File: src/rtl/intc_pkg.sv
package intc_pkg;
  typedef logic [1:0] lvl_t;
  localparam lvl_t LVL_OFF = 2'd0;
  localparam lvl_t LVL_TOP = 2'd3;
  localparam int unsigned LVL_BASE = 2;
endpackage

File: src/rtl/intc_req_bank.sv
module intc_req_bank #(
  parameter int unsigned NSRC = 8,
  parameter int unsigned IW   = 3
) (
  input  logic            clk,
  input  logic            rst_n,
  input  logic [NSRC-1:0] pulse,
  input  logic            wr_en,
  input  logic [NSRC-1:0] wr_data,
  input  logic            clr_en,
  input  logic [IW-1:0]   clr_idx,
  output logic [NSRC-1:0] req_d,
  output logic [NSRC-1:0] req_q
);
  // pulse beats bus write, bus write beats acknowledge clear
  always_comb begin
    for (int i = 0; i < NSRC; i++) begin
      if (pulse[i])                         req_d[i] = 1'b1;
      else if (wr_en)                       req_d[i] = wr_data[i];
      else if (clr_en && clr_idx == IW'(i)) req_d[i] = 1'b0;
      else                                  req_d[i] = req_q[i];
    end
  end

  always_ff @(posedge clk or negedge rst_n) begin
    if (!rst_n) req_q <= '0;
    else        req_q <= req_d;
  end
endmodule

File: src/rtl/intc_level_regs.sv
module intc_level_regs
  import intc_pkg::*;
#(
  parameter int unsigned NSRC  = 8,
  parameter int unsigned NTRAP = 2,
  parameter int unsigned IW    = 3
) (
  input  logic                 clk,
  input  logic                 rst_n,
  input  logic                 wr_en,
  input  logic [IW-1:0]        wr_idx,
  input  lvl_t                 wr_lvl,
  output logic [NSRC-1:0][1:0] lvl_d,
  output logic [NSRC-1:0][1:0] lvl_q
);
  for (genvar g = 0; g < NSRC; g++) begin : g_src
    if (g < NTRAP) begin : g_trap
      assign lvl_d[g] = LVL_TOP;
      assign lvl_q[g] = LVL_TOP;
    end else begin : g_prog
      lvl_t cur_q;
      assign lvl_d[g] = (wr_en && wr_idx == IW'(g)) ? wr_lvl : cur_q;
      always_ff @(posedge clk or negedge rst_n) begin
        if (!rst_n) cur_q <= LVL_OFF;
        else        cur_q <= lvl_d[g];
      end
      assign lvl_q[g] = cur_q;
    end
  end
endmodule

File: src/rtl/intc_arbiter.sv
module intc_arbiter
  import intc_pkg::*;
#(
  parameter int unsigned NSRC = 8,
  parameter int unsigned IW   = 3
) (
  input  logic [NSRC-1:0]      req,
  input  logic [NSRC-1:0][1:0] lvl,
  output logic                 found,
  output logic [IW-1:0]        idx
);
  lvl_t best;
  // scan from the top index down; ">=" lets a lower index take a tie
  always_comb begin
    found = 1'b0;
    idx   = '0;
    best  = LVL_OFF;
    for (int i = NSRC - 1; i >= 0; i--) begin
      if (req[i] && lvl[i] != LVL_OFF && lvl[i] >= best) begin
        found = 1'b1;
        best  = lvl[i];
        idx   = IW'(i);
      end
    end
  end
endmodule

File: src/rtl/prio_intc.sv
module prio_intc
  import intc_pkg::*;
#(
  parameter int unsigned NSRC  = 8,
  parameter int unsigned NTRAP = 2,
  parameter int unsigned AW    = 5,
  parameter int unsigned DW    = 16
) (
  input  logic                     clk,
  input  logic                     rst_n,
  input  logic [NSRC-1:0]          src_pulse,
  input  logic                     bus_we,
  input  logic [AW-1:0]            bus_addr,
  input  logic [DW-1:0]            bus_wdata,
  output logic [DW-1:0]            bus_rdata,
  input  logic                     di_strobe,
  output logic                     irq_valid,
  input  logic                     irq_ack,
  output logic [$clog2(NSRC)-1:0]  irq_vector
);
  localparam int unsigned IW = $clog2(NSRC);

  logic            sel_req, sel_ctrl, sel_lvl;
  logic [IW-1:0]   lvl_idx;
  logic            xfer;
  logic [NSRC-1:0] req_d, req_q;
  logic [NSRC-1:0][1:0] lvl_d, lvl_q;
  logic            en_d, en_q;
  logic            found_d;
  logic [IW-1:0]   win_d;
  logic            valid_q;
  logic [IW-1:0]   vec_q;

  assign sel_req  = (bus_addr == AW'(0));
  assign sel_ctrl = (bus_addr == AW'(1));
  assign sel_lvl  = (bus_addr >= AW'(LVL_BASE)) && (bus_addr < AW'(LVL_BASE + NSRC));
  assign lvl_idx  = IW'(bus_addr - AW'(LVL_BASE));
  assign xfer     = valid_q && irq_ack;

  intc_req_bank #(.NSRC(NSRC), .IW(IW)) u_req (
    .clk     (clk),
    .rst_n   (rst_n),
    .pulse   (src_pulse),
    .wr_en   (bus_we && sel_req),
    .wr_data (bus_wdata[NSRC-1:0]),
    .clr_en  (xfer),
    .clr_idx (vec_q),
    .req_d   (req_d),
    .req_q   (req_q)
  );

  intc_level_regs #(.NSRC(NSRC), .NTRAP(NTRAP), .IW(IW)) u_lvl (
    .clk    (clk),
    .rst_n  (rst_n),
    .wr_en  (bus_we && sel_lvl),
    .wr_idx (lvl_idx),
    .wr_lvl (bus_wdata[1:0]),
    .lvl_d  (lvl_d),
    .lvl_q  (lvl_q)
  );

  // arbitrate on next-state so the registered offer tracks state exactly
  intc_arbiter #(.NSRC(NSRC), .IW(IW)) u_arb (
    .req   (req_d),
    .lvl   (lvl_d),
    .found (found_d),
    .idx   (win_d)
  );

  always_comb begin
    en_d = (bus_we && sel_ctrl) ? bus_wdata[0] : en_q;
    if (di_strobe || xfer) en_d = 1'b0;
  end

  always_ff @(posedge clk or negedge rst_n) begin
    if (!rst_n) begin
      en_q    <= 1'b0;
      valid_q <= 1'b0;
      vec_q   <= '0;
    end else begin
      en_q    <= en_d;
      valid_q <= en_d && found_d;
      vec_q   <= win_d;
    end
  end

  always_comb begin
    bus_rdata = '0;
    if (sel_req)       bus_rdata[NSRC-1:0] = req_q;
    else if (sel_ctrl) bus_rdata[0]        = en_q;
    else if (sel_lvl)  bus_rdata[1:0]      = lvl_q[lvl_idx];
  end

  assign irq_valid  = valid_q;
  assign irq_vector = vec_q;
endmodule

File: config.mk
export PLATFORM = sky130hd
export DESIGN_NAME = prio_intc
export DESIGN_NICKNAME = d
export VERILOG_FILES = /design/src/rtl/intc_pkg.sv /design/src/rtl/intc_req_bank.sv /design/src/rtl/intc_level_regs.sv /design/src/rtl/intc_arbiter.sv /design/src/rtl/prio_intc.sv
export SDC_FILE = /design/constraint.sdc
export NUM_CORES = 1
export LEC_CHECK = 0
export ABC_AREA = 1
export BUFFER_PORTS_ARGS = -buffer_cell sky130_fd_sc_hd__clkbuf_2
export CAP_MARGIN = 10
export CORE_MARGIN = 2
export CORE_UTILIZATION = 25
export CTS_CLUSTER_SIZE = 16
export DETAILED_ROUTE_END_ITERATION = 8
export PLACE_DENSITY = 0.5
export REMOVE_ABC_BUFFERS = 1
export SLEW_MARGIN = 20
export SYNTH_ARGS = -nofsm -noshare
export SYNTH_HDL_FRONTEND = slang
export SYNTH_SLANG_ARGS = --single-unit
File: constraint.sdc
create_clock -name clk -period 8.8 [get_ports clk]
set_input_delay 0 -clock clk [delete_from_list [all_inputs] [get_ports clk]]
set_output_delay 0 -clock clk [all_outputs]
set_load 0.005 [all_outputs]
==> impl_metrics.py, run 1 <==
metrics = {
    "clock_tree": {
        "cts.reportedPaths.clkPinSlew_ps": 90,
        "cts-resized-gates": 0,
        "post-cts-setup-buffers": 0,
        "h-tree-depth": 1,
        "cts_tree": "done",
        "cts_made_buffers": 3,
        "clockBufferDepth": 2,
        "cts_root_buffer": "clkbuf_8",
        "hold_buffers": 7,
        "worstSkewPairLatency_ps": 270,
        "cts.sinks": 25,
    },
    "grt": {
        "grt_use_total_pct": 11.8,
        "overflow": 0,
        "antenna_found_initial": 0,
        "grt_pass1_wl_um": 8310,
        "grt_max_degree": 26,
        "grt_pass1_vias": 1728,
    },
    "layout": {
        "final_cell_mix": "inv_1 (55), nand2_1 (54), clkbuf_2 (37), nor2_1 (29), dfrtp_1 (25)",
        "layout_commonest_cell": "inv_1",
        "fin_nets": 375,
        "diodes": 0,
        "drive_gt1_share_pct": 25.2,
        "area_growth_pct": 19.1,
        "n_fill_cell": 891,
    },
    "synth": {
        "ys_warn_count": 0,
        "synth_simple_gate_area_share_pct": 31.8,
        "synth_cell_types": 36,
        "ys_top_cells_by_area": "dfrtp_1 (30%), inv_1 (9.9%), nand2_1 (9.8%)",
        "synth_top_family_by_area": "simple AND/OR/NAND/NOR gates",
        "seq_area_frac_synth_pct": 30.1,
        "yosys.area.top_type": "dfrtp_1",
        "synth_compound_gate_area_share_pct": 17.6,
        "synth_area_per_cell_um2": 7.32,
        "synth_area_mm2": 0.00208,
        "synth_top_cell_area_share_pct": 30.1,
        "ys_ff_latch": 25,
        "synth-xor-area-share_pct": 0,
        "postSynthCellCount": 284,
        "synthAdderAreaFrac_pct": 6.02,
        "synth.area.mux_share_pct": 0,
    },
    "worst_hold_path": {
        "hold_class": "input pin to flip-flop",
    },
    "die": {
        "core_area_mm2": 0.00813,
        "die_x_um": 95.2,
        "start_util_pct": 25.5,
        "die_area_mm2": 0.00906,
        "rows": 33,
        "io_pins": 54,
        "die_h_um": 95.2,
    },
    "setup_path": {
        "crit_slowest_cell": "dfrtp_1",
        "path_delay_family": "simple AND/OR/NAND/NOR gates",
        "cpMostUsedCell": "nand2_1",
        "crit_fanout": 8,
        "cp_slowest_stage_delay_ps": 400,
        "start_kind": "flip-flop",
        "cp.required_ps": 8980,
        "crit_buf_inv": 5,
        "arrival_ps": 6260,
        "end_kind": "flip-flop",
        "path_class": "flip-flop to flip-flop",
    },
    "power": {
        "p_clk_share_pct": 15.0,
        "power_density_mw_per_mm2": 186,
        "p_sw_share_pct": 44.0,
        "p_leak_uw": 0.00130,
        "pwr-share-seq_pct": 29.7,
        "switching_power_uw": 203,
        "max-vdd-ir-drop_v": 0.0000770,
        "p_int_uw": 259,
        "pwr-share-comb_pct": 55.3,
    },
    "place": {
        "pre_cts_ws_ps": 2470,
        "numPortBuffers": 37,
        "gp_congestion": 0.810,
        "hpwl_um": 4250,
    },
    "route": {
        "wl_per_cell_um": 11.6,
        "dr.pass1.iters": 4,
        "remaining_drc_errors": 0,
        "routed_wl_um": 5030,
        "drt_iter0_markers": 114,
        "ant_nets": 0,
        "vias": 1841,
        "via_per_inst": 4.23,
    },
    "timing": {
        "rsz0062_at_grt": "false",
        "post-route-min-period_ps": 6080,
        "finalHoldViolations": 0,
        "finalSetupTns_ps": 0,
        "fin_worst_skew_ps": 9.01,
        "fmax_ghz": 0.164,
        "slew_violations": 0,
        "worst_slack_ps": 2720,
        "timing.final.crit_share_pct": 69.1,
        "slew_headroom_pct": 56.7,
        "setup_violations": 0,
        "tightest_slew_ps": 650,
    },
    "status": {
        "status": "finished clean",
    },
    "job": {
        "maxCapViolations": 0,
    },
}
## area by class of cell
type,instances,area (um^2),area share (%)
Multi-Input combinational cell,195,1180,47.7
Clock inverter,1,7.51,0.303
Tap cell,105,131,5.31
Sequential cell,25,626,25.3
Timing Repair Buffer,44,255,10.3
Inverter,62,233,9.40
Clock buffer,3,41.3,1.67
## flip-flops by register name, summed over array words and instances, names as in the netlist
signal and cells:
en_q 1, u_lvl.g_src.g_prog.cur_q 12, u_req.req_q 8, irq_valid 1
irq_vector 3
## worst paths after layout
kind	from	end	slack, ps	depth (start not counted)
max	irq_valid	irq_valid	2720	44
min	bus_wdata[5]	u_req.req_q[5]	5	3
max reg2reg	irq_valid	irq_valid	2720	44
min reg2reg	u_lvl.g_src[6].g_prog.cur_q[1]	u_lvl.g_src[6].g_prog.cur_q[1]	540	2
max in group asynchronous	rst_n	u_lvl.g_src[6].g_prog.cur_q[0]	8090	2
min in group asynchronous	rst_n	irq_valid	280	2
## layer usage
metal / track usage, % / vias up / wire [um]
met5: 0 / - / 0
met4: 2.54 / 0 / 32
met3: 1.03 / 2 / 188
met2: 18.7 / 34 / 2260
met1: 17.2 / 821 / 2540
li1: - / 984 / -
## stage by stage
step	cell area [um^2]	utilization [%]	total power (uW)	std cells	hold WS, ps
5_1_grt	2470	30.4	517	435	17.3
2_1_floorplan	2040	-	340	282	-296
3_3_place_gp	2360	29.0	390	424	69.1
6_report	2470	30.4	461	435	4.59
4_1_cts	2470	30.4	468	435	11.0
3_5_place_dp	2360	29.0	393	424	60.0
## kinds of logic after synthesis
family	Yosys count
simple gates	124
buf+inv	71
fa+ha+maj	10
compound gates	53
flops	25
other cells	1
## tightest hold or removal path, delay by kind of cell
family,cells,cell delay [ps]
simple gates,2,160
buf+inv,1,80
## synthesized netlist by cell type
| cell type | instances |
|---|---|
| a2111oi_0 | 1 |
| a211oi_1 | 2 |
| a21oi_1 | 10 |
| a21oi_2 | 2 |
| a311oi_1 | 1 |
| a31oi_1 | 1 |
| buf_2 | 1 |
| buf_4 | 8 |
| clkinv_1 | 1 |
| conb_1 | 1 |
| dfrtp_1 | 25 |
| ha_1 | 10 |
| inv_1 | 55 |
| inv_2 | 6 |
| nand2_1 | 54 |
| nand2_2 | 6 |
| nand2_4 | 3 |
| nand3_1 | 9 |
| nand3_2 | 4 |
| nand3_4 | 3 |
| nand3b_1 | 1 |
| nand4_1 | 4 |
| nand4_2 | 1 |
| nor2_1 | 29 |
| nor2_2 | 2 |
| nor2_4 | 2 |
| nor2_8 | 2 |
| nor3_1 | 4 |
| o211ai_1 | 1 |
| o21a_1 | 2 |
| o21ai_0 | 12 |
| o21ai_1 | 3 |
| o21ai_2 | 8 |
| o21ai_4 | 2 |
| o221ai_2 | 1 |
| o22ai_1 | 7 |
## power groups by stage
stage | logic, uW | clock network [uW] | registers, uW
floorplan | 203 | 0 | 136
global placement | 251 | 0 | 139
detailed placement | 254 | 0 | 139
CTS | 259 | 72.6 | 137
global route | 299 | 78.1 | 139
finish | 255 | 69.3 | 137
No activity file was read; power rests on OpenSTA's default activity.
==> run 2: changes to the inputs <==
PLACE_DENSITY = 0.51   (was 0.5)
clock period = 5.35 ns   (was 8.8 ns; I/O delays follow)
==> run 2 against run 1 <==
Clock skew up 4.9 ps. Total power up 120%. Register-to-register slack worse by 2600 ps. Final cell count up 12%. Sequential power up 64%. Fmax up 16%. Sequential share of layout area down 4.8 points. Via count up 13%.
==> impl_metrics.py, run 2 (synthesis gave the netlist of run 1 again) <==
metrics = {
    "clock_tree": {
        "h-tree-depth": 1,
        "worstSkewPairLatency_ps": 270,
        "cts_made_buffers": 3,
        "cts.reportedPaths.clkPinSlew_ps": 100,
        "cts.sinks": 25,
        "clockBufferDepth": 2,
        "cts_root_buffer": "clkbuf_8",
        "cts_tree": "done",
    },
    "grt": {
        "antenna_found_initial": 0,
        "grt_max_degree": 26,
        "grt_pass1_vias": 2000,
        "grt_pass1_wl_um": 9270,
        "grt_use_total_pct": 12.9,
        "overflow": 0,
    },
    "setup_path": {
        "arrival_ps": 5440,
        "reg2reg_to": "irq_valid",
        "crit_buf_inv": 6,
        "crit_start": "irq_valid",
        "reg2reg_depth": 44,
        "cp.depth": 44,
        "rrSetupSlack_ps": 90,
        "path_class": "flip-flop to flip-flop",
        "cpMostUsedCell": "nand2_1",
        "cp_slowest_stage_delay_ps": 410,
        "reg2reg_from": "irq_valid",
        "end_kind": "flip-flop",
        "path_delay_family": "simple AND/OR/NAND/NOR gates",
        "start_kind": "flip-flop",
        "crit_fanout": 4,
        "endpoint": "irq_valid",
        "crit_slowest_cell": "dfrtp_1",
        "cp.required_ps": 5530,
    },
    "die": {
        "start_util_pct": 25.5,
        "core_area_mm2": 0.00813,
        "io_pins": 54,
        "die_area_mm2": 0.00906,
        "die_x_um": 95.2,
        "rows": 33,
        "die_h_um": 95.2,
    },
    "timing": {
        "fmax_ghz": 0.190,
        "fin_worst_skew_ps": 13.9,
        "setup_violations": 0,
        "post-route-min-period_ps": 5260,
        "finalHoldViolations": 0,
        "slew_violations": 0,
        "rsz0062_at_grt": "true",
        "finalSetupTns_ps": 0,
        "slew_headroom_pct": 56.5,
        "timing.final.crit_share_pct": 98.3,
        "tightest_slew_ps": 653,
    },
    "place": {
        "placed_cell_area_mm2": 0.00269,
        "numPortBuffers": 37,
        "hpwl_um": 4770,
        "gp_congestion": 0.798,
    },
    "layout": {
        "layout_commonest_cell": "buf_4",
        "regMostFlops": "u_lvl.g_src.g_prog.cur_q",
        "n_fill_cell": 837,
        "finish.instance_area_mm2": 0.00305,
        "final_cell_mix": "buf_4 (54), inv_1 (53), nand2_1 (45), clkbuf_2 (37)",
        "fin_nets": 429,
        "diodes": 0,
        "area_growth_pct": 46.8,
        "drive_gt1_share_pct": 43.5,
        "largest_reg_flops": 12,
        "finish.utilization_pct": 37.5,
    },
    "route": {
        "wl_per_cell_um": 11.7,
        "via_per_inst": 4.24,
        "ant_nets": 0,
        "drt_iter0_markers": 91,
        "routed_wl_um": 5710,
        "vias": 2075,
        "dr.pass1.iters": 4,
        "remaining_drc_errors": 0,
    },
    "worst_hold_path": {
        "hold_class": "input pin to flip-flop",
    },
    "job": {
        "maxCapViolations": 0,
    },
    "power": {
        "p_leak_uw": 0.00159,
        "power_density_mw_per_mm2": 337,
        "max-vdd-ir-drop_v": 0.000140,
    },
    "status": {
        "status": "finished clean",
    },
}
run 2: tightest hold or removal path: cells and delay by family:
kind,cells,cell delay [ps]
buffers and inverters,1,80
and+or+nand+nor,2,160
run 2: per-stage QoR:
step           cells  total power, uW  worst slack, ps  hold WS [ps]
4_1_cts          481              886             12.3          2.08
6_report         489             1030             89.2          5.01
2_1_floorplan    282              559            -63.4          -296
3_5_place_dp     468              733             -358          58.7
3_3_place_gp     468              719             -238          62.2
5_1_grt          489             1130             -276          25.1
run 2: worst min-delay path by stage:
stage,end,from,cells past startpoint,slack [ps]
after global routing,u_req.req_q[2],src_pulse[2],3,30
final,u_req.req_q[5],bus_wdata[5],3,5
after CTS,en_q,di_strobe,4,2
after global placement,u_lvl.g_src[5].g_prog.cur_q[0],rst_n,1,60
after detailed placement,u_lvl.g_src[6].g_prog.cur_q[1],rst_n,1,60
after floorplan,en_q,rst_n,0,-300
run 2: timing repair:
| item | 4_1_cts | 5_1_grt |
|---|---|---|
| buffers inserted | 3 | 9 |
| gates cloned | 0 | 0 |
| endpoints found under the hold margin | 30 | 0 |
| pin swaps | 11 | 35 |
| hold buffers | 6 | 0 |
| setup endpoints to repair | 4 | 4 |
| resized for setup | 10 | 32 |
run 2: layout make-up:
class / count / area [um^2] / share of cell area, %
clock buffers: 3 / 41.3 / 1.35
clock inverters: 1 / 7.51 / 0.246
inverters: 62 / 234 / 7.67
multi-input cells: 195 / 1350 / 44.2
flip-flops and latches: 25 / 626 / 20.5
well taps: 105 / 131 / 4.31
repair buffers: 98 / 662 / 21.7
run 2: power by group:
part	leakage [uW]	switching, uW	internal [uW]
sequential	0.000271	13.1	212
combinational	0.00129	357	334
clock	0.0000217	61.6	52.7
total	0.00159	432	598
run 2: routing by layer:
metal / global-route usage, % / up-vias / routed length [um]
li1: - / 1094 / -
met4: 2.17 / 0 / 26
met3: 1.26 / 2 / 172
met5: 0 / - / 0
met1: 17.4 / 948 / 2640
met2: 22.6 / 31 / 2870
==> run 3: changes to the inputs <==
==> constraint.sdc (replaced) <==
create_clock -name clk -period 5.35 [get_ports clk]
set_input_delay 1.07 -clock clk [delete_from_list [all_inputs] [get_ports clk]]
set_output_delay 1.07 -clock clk [all_outputs]
set_load 0.005 [all_outputs]
==> run 3 against run 2 <==
The flow now finishes with violations (setup timing). Total power rose by 14%. Register-to-register slack worse by 150 ps. Critical path depth increased by 1. Critical endpoint unchanged.
==> impl_metrics.py, run 3 (synthesis gave the netlist of run 1 again) <==
metrics = {
    "setup_path": {
        "end_kind": "flip-flop",
        "crit_fanout": 4,
        "arrival_ps": 6330,
        "cpMostUsedCell": "buf_4",
        "crit_slowest_cell": "ha_1",
        "cp.required_ps": 5520,
        "path_class": "input pin to flip-flop",
        "reg2reg_depth": 42,
        "start_kind": "input pin",
        "cp_slowest_stage_delay_ps": 280,
    },
    "timing": {
        "slew_violations": 0,
        "tightest_slew_ps": 663,
        "finalHoldViolations": 0,
        "slew_headroom_pct": 55.8,
        "timing.final.crit_share_pct": 115,
        "rsz0062_at_grt": "true",
        "setup_violations": 4,
        "fmax_ghz": 0.162,
        "fin_worst_skew_ps": 7.46,
        "worst_slack_ps": -811,
        "post-route-min-period_ps": 6160,
    },
    "layout": {
        "diodes": 0,
        "drive_gt1_share_pct": 50.7,
        "layout_commonest_cell": "buf_4",
        "finish.instance_area_mm2": 0.00334,
        "stdcell_count": 513,
        "area_growth_pct": 60.6,
        "regMostFlops": "u_lvl.g_src.g_prog.cur_q",
        "n_fill_cell": 831,
        "fin_nets": 453,
        "largest_reg_flops": 12,
        "final_cell_mix": "buf_4 (83), inv_1 (49), nand2_1 (41), clkbuf_2 (35)",
    },
    "die": {
        "die_area_mm2": 0.00906,
        "rows": 33,
        "core_area_mm2": 0.00813,
        "die_x_um": 95.2,
        "io_pins": 54,
        "start_util_pct": 25.5,
        "die_h_um": 95.2,
    },
    "grt": {
        "grt_pass1_vias": 2153,
        "antenna_found_initial": 0,
        "grt_max_degree": 26,
        "grt_use_total_pct": 14.4,
        "grt_pass1_wl_um": 10100,
        "overflow": 0,
    },
    "place": {
        "placed_cell_area_mm2": 0.00278,
        "numPortBuffers": 37,
        "gp_congestion": 0.813,
        "pre_cts_ws_ps": -1490,
        "hpwl_um": 4850,
        "placed_cells": 481,
    },
    "route": {
        "ant_nets": 0,
        "routed_wl_um": 6410,
        "vias": 2209,
        "drt_iter0_markers": 71,
        "wl_per_cell_um": 12.5,
        "dr.pass1.iters": 4,
        "remaining_drc_errors": 0,
        "via_per_inst": 4.31,
    },
    "power": {
        "power_density_mw_per_mm2": 352,
        "p_leak_uw": 0.00173,
        "max-vdd-ir-drop_v": 0.000134,
    },
    "clock_tree": {
        "cts.reportedPaths.clkPinSlew_ps": 90,
        "cts_tree": "done",
        "worstSkewPairLatency_ps": 270,
        "clockBufferDepth": 2,
        "hold_buffers": 0,
        "cts_made_buffers": 3,
        "h-tree-depth": 1,
        "cts_root_buffer": "clkbuf_8",
        "cts.sinks": 25,
    },
    "worst_hold_path": {
        "holdPathStages": 2,
        "hold_class": "flip-flop to flip-flop",
    },
    "status": {
        "status": "finished, violations left",
        "violations": "setup timing",
    },
    "job": {
        "maxCapViolations": 0,
    },
}
run 3: changes by cell type in the layout (fill, tap and decap cells not counted), sizes merged:
cell,delta
buf,+32
clkbuf,-2
dlygate4sd3,-6
run 3: power breakdown:
| group | switching [uW] | internal (uW) |
|---|---|---|
| sequential | 14.4 | 212 |
| combinational | 409 | 428 |
| clock | 61.4 | 52.7 |
| total | 484 | 692 |
run 3: routing by layer:
layer  wire (um)  global-route usage [%]  vias to the layer above
li1            -                       -                     1136
met5           0                       0                        -
met1        2780                    17.8                     1028
met2        3300                    25.8                       35
met3         174                    1.82                       10
met4         162                    4.47                        0
run 3: area by class of cell:
cell class                      instances  area, um^2  share of cell area [%]
Sequential cell                        25         626                    18.7
Timing Repair Buffer                  122         847                    25.4
Tap cell                              105         131                    3.94
Inverter                               62         244                    7.31
Multi-Input combinational cell        195        1440                    43.2
Clock inverter                          1        7.51                   0.225
Clock buffer                            3        41.3                    1.24
run 3: worst max-delay path: cells and delay by family:
family                     cells  cell delay, ps
buffers and inverters         17            1720
AOI/OAI and AO/OA             10            1400
and+or+nand+nor               14            1160
adders and majority gates      4             960
run 3: through the flow:
step	hold slack, ps	total power (uW)	TNS [ps]	utilization [%]
floorplan	492	559	-4130	-
global placement	568	734	-5030	34.2
detailed placement	576	751	-5590	34.2
CTS	611	1030	-3330	38.2
global route	687	1270	-4520	41.0
finish	609	1180	-3080	41.0
run 3: path summary, 6_finish.rpt:
kind / startpoint / endpoint / slack (ps)
worst min-delay path: u_req.req_q[0] / u_req.req_q[0] / 610
worst max-delay path: bus_addr[1] / irq_valid / -810
max in group asynchronous: rst_n / u_lvl.g_src[3].g_prog.cur_q[0] / 4100
worst min register to register: u_req.req_q[0] / u_req.req_q[0] / 610
worst max register to register: irq_vector[2] / irq_valid / -60
min in group asynchronous: rst_n / u_lvl.g_src[7].g_prog.cur_q[0] / 820
run 3: timing repair:
action,4_1_cts,5_1_grt
endpoints found under the setup margin,4,4
buffers inserted,24,6
endpoints found under the hold margin,0,0
gates resized for setup,31,38
pin swaps,38,44
cloned,0,0
